### config.mk
export PLATFORM = sky130hd
export DESIGN_NAME = sxfer_flags
export DESIGN_NICKNAME = d
export VERILOG_FILES = /design/src/rtl/sxfer_flags_pkg.sv /design/src/rtl/sxfer_break_timer.sv /design/src/rtl/sxfer_tx_hold.sv /design/src/rtl/sxfer_rx_hold.sv /design/src/rtl/sxfer_flags.sv
export SDC_FILE = /design/constraint.sdc
export NUM_CORES = 1
export LEC_CHECK = 0
export BUFFER_PORTS_ARGS = -buffer_cell sky130_fd_sc_hd__buf_2
export CORE_ASPECT_RATIO = 0.6
export CORE_MARGIN = 5
export CORE_UTILIZATION = 48
export DETAILED_ROUTE_END_ITERATION = 10
export GPL_ROUTABILITY_DRIVEN = 0
export GPL_TIMING_DRIVEN = 0
export PLACE_DENSITY = 0.88
export SLEW_MARGIN = 20
export SYNTH_ARGS = -nofsm -noshare
export SYNTH_HDL_FRONTEND = slang
export SYNTH_SLANG_ARGS = --single-unit
export TNS_END_PERCENT = 10
### constraint.sdc
create_clock -name clk -period 1.2 [get_ports clk]
set_input_delay 0.24 -clock clk [delete_from_list [all_inputs] [get_ports clk]]
set_output_delay 0.24 -clock clk [all_outputs]
set_load 0.02 [all_outputs]
### src/rtl/sxfer_flags_pkg.sv
package sxfer_flags_pkg;

    localparam int STAT_W = 8;

    typedef enum logic {
        REG_DATA = 1'b0,
        REG_STAT = 1'b1
    } reg_sel_e;

    // Status byte, MSB first; this order is the software-visible layout.
    typedef struct packed {
        logic act;
        logic brk;
        logic frm;
        logic par;
        logic txe;
        logic txov;
        logic rxe;
        logic rxov;
    } stat_t;

    localparam stat_t STAT_RST = '{act: 1'b0, brk: 1'b0, frm: 1'b0, par: 1'b0,
                                   txe: 1'b1, txov: 1'b0, rxe: 1'b1, rxov: 1'b0};

    // Sticky error flags, cleared by software.
    typedef struct packed {
        logic brk;
        logic frm;
        logic par;
        logic txov;
        logic rxov;
    } err_t;

    function automatic int char_bits(input int dw, input int pe, input int sb);
        return 1 + dw + pe + sb;
    endfunction

    // A set event beats a write-zero clear; writing one keeps the flag.
    function automatic logic sticky_next(input logic cur, input logic set,
                                         input logic wr, input logic wbit);
        return set | (cur & ~(wr & ~wbit));
    endfunction

endpackage

### src/rtl/sxfer_break_timer.sv
module sxfer_break_timer #(
    parameter int CHAR_BITS = 11
) (
    input  logic clk,
    input  logic rst,
    input  logic bit_tick,
    input  logic rx_line,
    output logic brk_hit
);
    localparam int LIM = CHAR_BITS + 1;
    localparam int CW  = $clog2(LIM + 1);
    localparam logic [CW-1:0] LIM_V  = CW'(LIM);
    localparam logic [CW-1:0] FULL_V = CW'(CHAR_BITS);

    logic [CW-1:0] low_cnt;

    always_ff @(posedge clk) begin
        if (rst || rx_line) begin
            low_cnt <= '0;
        end else if (bit_tick && (low_cnt != LIM_V)) begin
            low_cnt <= low_cnt + 1'b1;
        end
    end

    // Fires once per low run, on the tick that exceeds one character time.
    assign brk_hit = bit_tick && !rx_line && (low_cnt == FULL_V);

endmodule

### src/rtl/sxfer_tx_hold.sv
module sxfer_tx_hold #(
    parameter int DATA_W = 8
) (
    input  logic              clk,
    input  logic              rst,
    input  logic              wr_en,
    input  logic [DATA_W-1:0] wdata,
    input  logic              tx_load,
    output logic              txe,
    output logic              txov_set,
    output logic [DATA_W-1:0] hold_data
);
    logic accept;

    assign accept   = wr_en && txe;
    assign txov_set = wr_en && !txe;

    always_ff @(posedge clk) begin
        if (rst) begin
            txe       <= 1'b1;
            hold_data <= '0;
        end else begin
            if (accept) begin
                hold_data <= wdata;
            end
            if (tx_load) begin
                txe <= 1'b1;
            end else if (accept) begin
                txe <= 1'b0;
            end
        end
    end

endmodule

### src/rtl/sxfer_rx_hold.sv
module sxfer_rx_hold #(
    parameter int DATA_W  = 8,
    parameter bit PAR_EN  = 1'b1,
    parameter bit PAR_ODD = 1'b0
) (
    input  logic              clk,
    input  logic              rst,
    input  logic              rd_en,
    input  logic              rx_done,
    input  logic [DATA_W-1:0] rx_data,
    input  logic              rx_par_bit,
    input  logic              rx_stop_bit,
    output logic              rxe,
    output logic [DATA_W-1:0] rx_buf,
    output logic              frm_set,
    output logic              par_set,
    output logic              rxov_set
);
    logic free;
    logic store;

    assign free     = rxe || rd_en;
    assign store    = rx_done && free;
    assign rxov_set = rx_done && !free;
    assign frm_set  = rx_done && !rx_stop_bit;

    generate
        if (PAR_EN) begin : g_par
            logic want;
            assign want    = (^rx_data) ^ PAR_ODD;
            assign par_set = rx_done && (rx_par_bit != want);
        end else begin : g_nopar
            assign par_set = 1'b0;
        end
    endgenerate

    always_ff @(posedge clk) begin
        if (rst) begin
            rxe    <= 1'b1;
            rx_buf <= '0;
        end else begin
            if (store) begin
                rx_buf <= rx_data;
            end
            if (rx_done) begin
                rxe <= 1'b0;
            end else if (rd_en) begin
                rxe <= 1'b1;
            end
        end
    end

endmodule

### src/rtl/sxfer_flags.sv
module sxfer_flags
    import sxfer_flags_pkg::*;
#(
    parameter int DATA_W    = 8,
    parameter bit PAR_EN    = 1'b1,
    parameter bit PAR_ODD   = 1'b0,
    parameter int STOP_BITS = 1
) (
    input  logic              clk,
    input  logic              rst,
    input  logic              bit_tick,
    input  logic              rx_line,
    input  logic              tx_busy,
    input  logic              rx_busy,
    input  logic              tx_load,
    input  logic              rx_done,
    input  logic [DATA_W-1:0] rx_data,
    input  logic              rx_par_bit,
    input  logic              rx_stop_bit,
    input  logic              cpu_wr,
    input  logic              cpu_rd,
    input  logic              cpu_addr,
    input  logic [7:0]        cpu_wdata,
    output logic [7:0]        cpu_rdata,
    output logic [DATA_W-1:0] tx_hold_data,
    output logic              tx_hold_full
);
    localparam int CHAR_BITS = char_bits(DATA_W, int'(PAR_EN), STOP_BITS);

    reg_sel_e    sel;
    logic        wr_dat, wr_stat, rd_dat;
    logic        brk_hit, txov_set, frm_set, par_set, rxov_set;
    logic        txe, rxe, act_q;
    logic [DATA_W-1:0] rx_buf;
    err_t        err_q, err_set;
    stat_t       stat;
    logic [STAT_W-1:0] stat_q;
    stat_t       wbits;

    assign sel     = reg_sel_e'(cpu_addr);
    assign wr_dat  = cpu_wr && (sel == REG_DATA);
    assign wr_stat = cpu_wr && (sel == REG_STAT);
    assign rd_dat  = cpu_rd && (sel == REG_DATA);
    assign wbits   = stat_t'(cpu_wdata);

    sxfer_break_timer #(.CHAR_BITS(CHAR_BITS)) u_brk (
        .clk      (clk),
        .rst      (rst),
        .bit_tick (bit_tick),
        .rx_line  (rx_line),
        .brk_hit  (brk_hit)
    );

    sxfer_tx_hold #(.DATA_W(DATA_W)) u_tx (
        .clk       (clk),
        .rst       (rst),
        .wr_en     (wr_dat),
        .wdata     (cpu_wdata[DATA_W-1:0]),
        .tx_load   (tx_load),
        .txe       (txe),
        .txov_set  (txov_set),
        .hold_data (tx_hold_data)
    );

    sxfer_rx_hold #(.DATA_W(DATA_W), .PAR_EN(PAR_EN), .PAR_ODD(PAR_ODD)) u_rx (
        .clk         (clk),
        .rst         (rst),
        .rd_en       (rd_dat),
        .rx_done     (rx_done),
        .rx_data     (rx_data),
        .rx_par_bit  (rx_par_bit),
        .rx_stop_bit (rx_stop_bit),
        .rxe         (rxe),
        .rx_buf      (rx_buf),
        .frm_set     (frm_set),
        .par_set     (par_set),
        .rxov_set    (rxov_set)
    );

    assign err_set = '{brk: brk_hit, frm: frm_set, par: par_set,
                       txov: txov_set, rxov: rxov_set};

    always_ff @(posedge clk) begin
        if (rst) begin
            err_q <= '0;
            act_q <= 1'b0;
        end else begin
            act_q      <= tx_busy || rx_busy;
            err_q.brk  <= sticky_next(err_q.brk,  err_set.brk,  wr_stat, wbits.brk);
            err_q.frm  <= sticky_next(err_q.frm,  err_set.frm,  wr_stat, wbits.frm);
            err_q.par  <= sticky_next(err_q.par,  err_set.par,  wr_stat, wbits.par);
            err_q.txov <= sticky_next(err_q.txov, err_set.txov, wr_stat, wbits.txov);
            err_q.rxov <= sticky_next(err_q.rxov, err_set.rxov, wr_stat, wbits.rxov);
        end
    end

    always_comb begin
        stat      = STAT_RST;
        stat.act  = act_q;
        stat.brk  = err_q.brk;
        stat.frm  = err_q.frm;
        stat.par  = err_q.par;
        stat.txe  = txe;
        stat.txov = err_q.txov;
        stat.rxe  = rxe;
        stat.rxov = err_q.rxov;
    end

    assign stat_q       = stat;
    assign tx_hold_full = !txe;

    always_comb begin
        cpu_rdata = '0;
        if (sel == REG_STAT) begin
            cpu_rdata = stat_q;
        end else begin
            cpu_rdata[DATA_W-1:0] = rx_buf;
        end
    end

endmodule

# After elaboration in Yosys (flattened, before gate mapping)
# Cells that the tools add are included.
# totals
latchBits	0
reg_bits	28
rom_bits	0
word_cells	66
inputBits	29
mem_bits_rw	0
memories	0
out_inout_bits	17
# classes
mux	3
multipliers	0
add_sub_neg	1
eq_ne	3
shift	0
magnitude_cmp	0
div	0
bitwise_logic	26
n_reduce_logical	22
# ops
operator	count
$logic_and 1x1->1	12
$not 1->1	11
$and 1x1->1	10
$mux 8	1
$reduce_xor 8->1	1
$or 1x1->1	5
$add 4x1->4 const B	1
$eq 4x4->1 const B	1
$logic_not 1->1	4
$ne 4x4->1 const B	1
$logic_or 1x1->1	3
$mux 1	2
$reduce_bool 2->1	1
$reduce_or 2->1	1
$ne 1x1->1	1

# Depth between registers and ports, before layout
# logic_depth
depth_word	6
mapped_depth	6
depth_no_buf	6

# Cells and area by module
# A second synthesis with hierarchy kept.
# unflattened
hier_cells	146
area_unflattened_um2	1501.4
# by_module_without_submodules
module	seq_area_each_um2	n_inst	cells_per_inst	area_per_inst_um2
sxfer_tx_hold	180.2	1	42	496.7
sxfer_rx_hold	180.2	1	40	417.9
sxfer_flags	120.1	1	36	364.1
sxfer_break_timer	80.1	1	28	222.7

# Worst setup path before layout
# Ideal clock, no wire load.
# synth_path
path_kind	register -> register
start	reg u_brk.low_cnt[0]
end	reg u_brk.low_cnt[1]
synth_period_minus_slack_ns	1.077
setup_ns	0.119
required_ns	1.081
path_buffers	0
arrival_ns	0.959
setup_slack_ns	0.123
stages_incl_launch_ff	7
path_cell_list	dfxtp_1 > inv_1 > ha_1 > nand3_1 > nand2_1 > mux2i_1 > nor3_1
# synth_via
elab_chain_cells	2
elab_cells_between_ends	3
cone_classes	1 x add/sub; 1 x eq/ne; 1 x reduce/logical
# synth_lines
item	line	text
from (decl)	sxfer_break_timer.sv:15	logic [CW-1:0] low_cnt;
from (signal assigned)	sxfer_break_timer.sv:21	low_cnt <= low_cnt + 1'b1;
branches (longest 2 deep; another with $add 4x1->4)	-	
# Several ways; the timed one is not identified.
# A chain may end at the register's enable or synchronous reset.

# Worst setup path after layout
# layout_path
start	reg u_rx.rx_buf[6]
end	out cpu_rdata[6]
# layout_via
elab_chain_cells	1
# layout_lines
item	line	text
from (decl)	sxfer_rx_hold.sv:14	output logic [DATA_W-1:0] rx_buf,
from (signal assigned)	sxfer_rx_hold.sv:43	rx_buf <= rx_data;
$mux 8	sxfer_flags.sv:114	if (sel == REG_STAT) begin
to (decl)	sxfer_flags.sv:24	output logic [7:0] cpu_rdata,
# No other way between the ends.

==> flow_summary_export.csv <==
group,metric,value,unit
placed_design,dpl_worst_slack,-0.1428,ns
logic_synthesis,syn_nets,159,
logic_synthesis,synthesis.area,1264,µm²
final_layout,area.growth.synth_to_final,40.49,%
drt,detail_route.wl_per_cell,16.89,µm
logic_synthesis,synth.most_common_cell,"dfxtp_1",
clock_tree,clock_latency,0.28,ns
sta,worst_pin_slew,0.4661,ns
clock_tree,cts.sink_count,28,
placed_design,place_hpwl,2483,µm
sta,slew_violations,0,
sta,hold_slack,0.1642,ns
floorplan,ios,46,
floorplan,die_w,76.24,µm
logic_synthesis,yosysWarnings,0,
clock_tree,path_clk_slew,0.10,ns
logic_synthesis,yosysTopAreaCell,"dfxtp_1",
hold_path,hp-class,"in2reg",
worst_setup_path,cp.arrival,1.04,ns
worst_setup_path,cp-end-kind,"primary output",
logic_synthesis,ys_seq_elements,28,
global_route,grt_overflow,0,
logic_synthesis,synth_top_area_share,44.36,%
drt,ant_nets,0,
sta,setup_violations,15,
worst_setup_path,r2r-end,"u_rx.rx_buf[7]$_SDFFE_PP0P_",
floorplan,dieHeight,49.75,µm
pwr,ir_drop,0.7969,mV
sta,rsz0062_at_grt,"true",
floorplan,rows,14,
global_route,grt_usage,18.20,%
hold_path,whs_path_depth,3,
sta,finalWorstSetupSlack,-0.07912,ns
logic_synthesis,synth_cells,128,
worst_setup_path,start_kind,"register",
logic_synthesis,synth_edf_count,0,
placed_design,placed_cells,205,
logic_synthesis,ys_async_sr_fraction,0,%
global_route,grt_max_degree,17,
worst_setup_path,cp_max_fo,2,
logic_synthesis,synth_commonest_cells,"dfxtp_1 (28), nor2_1 (21), mux2i_1 (17), mux2_2 (8), o21ai_0 (7)",
clock_tree,cts.path.max_buffers,2,
sta,fmax,0.7818,GHz
hold_path,min_to,"u_tx.txe$_SDFFE_PP1P_",
final_layout,diodes,0,
outcome,violations,"negative setup slack",
worst_setup_path,worst_ep_required_time,0.96,ns
hold_path,hold_path_startpoint,"tx_load",
logic_synthesis,ys_seq_area_share,44.36,%
worst_setup_path,r2r-start,"u_rx.rxe$_SDFFE_PP1P_",
final_layout,num-nets-final,217,
drt,drc,0,
clock_tree,cts_buffers,3,
drt,drt_first_pass_iters,4,
floorplan,core_area,2505,µm²
final_layout,final_cells,217,
global_route,antenna_found_initial,0,
global_route,grt_pass1_vias,1186,
logic_synthesis,synthTopCellsByArea,"dfxtp_1 (44%), mux2i_1 (13%), mux2_2 (7.1%)",
logic_synthesis,synth_ff_type,"dfxtp_1",
worst_setup_path,reg2regPathDepth,5,
clock_tree,cts-htree-levels,1,
worst_setup_path,worstSetupPathType,"reg2out",
drt,drt_wl_total,3665,µm
sta,hold_viol,0,
sta,slew_headroom,68.92,%
clock_tree,cts_tree,"done",
sta,fin_skew,0.008346,ns
worst_setup_path,r2r_slack,-0.08,ns
final_layout,layout-drive-gt1-share,47.57,%
flow_run,max-cap-violations,0,
clock_tree,cts_hold_buf,0,
final_layout,final_util,70.88,%
global_route,grt_pass1_wl,5471,µm
pwr,powerDensity,1252,nW/µm²
final_layout,fillers,174,
outcome,run_status,"complete, but fails checks",
logic_synthesis,synth.distinct_cells,26,
drt,vias_per_cell,5.369,
sta,min_period_over_period,106.6,%
floorplan,die_area,3793,µm²
drt,vias,1165,
pwr,p_leak,0.8696,nW
floorplan,initial_core_util,50.45,%
logic_synthesis,postSynthAreaPerCell,9.873,µm²
drt,drt_iter0_drc,57,
clock_tree,root_buffer,"clkbuf_8",
placed_design,numPortBuffers,45,
sta,post-route-min-period,1.279,ns
==> what timing repair did <==
action | 4_1_cts | 5_1_grt
gates resized for setup | 28 | 14
pin swaps | 1 | 6
buffers inserted | 4 | 5
setup endpoints to repair | 10 | 21
==> report_power, final <==
group / switching (W) / leakage [nW] / internal (W)
Clock: 0.000301 / 0.0357 / 0.000447
Sequential: 0.0000308 / 0.233 / 0.000984
Combinational: 0.000228 / 0.601 / 0.000231
==> logic make-up after synthesis <==
kind of cell             Yosys count  share of synthesized area, %
adder cells (fa/ha/maj)            2                         1.980
AO/OA/AOI/OAI                     15                         7.821
XOR/XNOR                           7                         7.030
multiplexers                      25                         20.59
buffers and inverters              8                         2.574
AND/OR/NAND/NOR                   43                         15.65
flip-flops                        28                         44.36
==> critical path: stages (launching register included) <==
cell and delay, ns:
dfxtp_2 0.34, mux2_4 0.28, buf_6 0.13
==> state kept, by name, indices dropped and copies added, names as in the netlist <==
name	count
act_q	1
err_q	5
u_brk.low_cnt	4
u_rx.rx_buf	8
u_rx.rxe	1
u_tx.hold_data	8
u_tx.txe	1
==> cell usage in the layout, fill, tap and decap left out, types with 2 or more instances in the layout <==
cell type / instances
buf_2: 37
nor2_1: 21
dfxtp_1: 18
mux2i_1: 15
buf_6: 10
dfxtp_2: 9
o21ai_0: 7
buf_4: 7
mux2_2: 5
nor2b_1: 5
nand2_1: 5
a21oi_1: 5
mux2_4: 3
nor3_1: 3
xnor2_1: 3
clkbuf_8: 3
inv_1: 2
xor2_1: 2
clkbuf_1: 2
nand2_2: 2
mux2i_2: 2
xnor3_1: 2
==> area by class of cell <==
class                      instances  area [µm²]  area share [%]
multi-input combinational         92       705.7           39.75
sequential                        28       575.6           32.42
timing repair buffer              54       352.8           19.87
clock buffer                       3       41.29           2.326
tap                               32       40.04           2.255
clock inverter                     1       30.03           1.691
inverter                           4       17.52          0.9866
buffer                             3       12.51          0.7047
==> per-stage QoR <==
stage          TNS (ns)  total power [W]  area (µm²)
3_3_place_gp     -1.200         0.001385        1529
2_1_floorplan         0         0.001265        1264
4_1_cts         -0.6046         0.002190        1693
5_1_grt          -1.627         0.002320        1775
3_5_place_dp     -1.639         0.001407        1529
6_report        -0.7612         0.002223        1775
==> routing by layer <==
layer | global-route usage [%] | wire length [µm] | vias up | part of all wire (%)
met2 | 30.54 | 1785 | 64 | 49
met5 | 0 | 0 | - | 0
li1 | - | - | 553 | -
met3 | 6.545 | 315 | 6 | 8.6
met4 | 5.523 | 40 | 0 | 1.1
met1 | 21.90 | 1523 | 542 | 42
==> worst max-delay path by stage <==
stage	from	to	cells after the start
3_3_place_gp	cpu_addr	cpu_rdata[3]	4
4_1_cts	u_rx.rxe$_SDFFE_PP1P_	cpu_rdata[1]	2
3_5_place_dp	cpu_addr	cpu_rdata[2]	4
6_report	u_rx.rx_buf[6]$_SDFFE_PP0P_	cpu_rdata[6]	2
2_1_floorplan	u_brk.low_cnt[0]$_SDFFE_PP0P_	u_brk.low_cnt[1]$_SDFFE_PP0P_	6
5_1_grt	u_rx.rxe$_SDFFE_PP1P_	u_rx.rx_buf[7]$_SDFFE_PP0P_	5
Power figures use the tool's default switching activity.
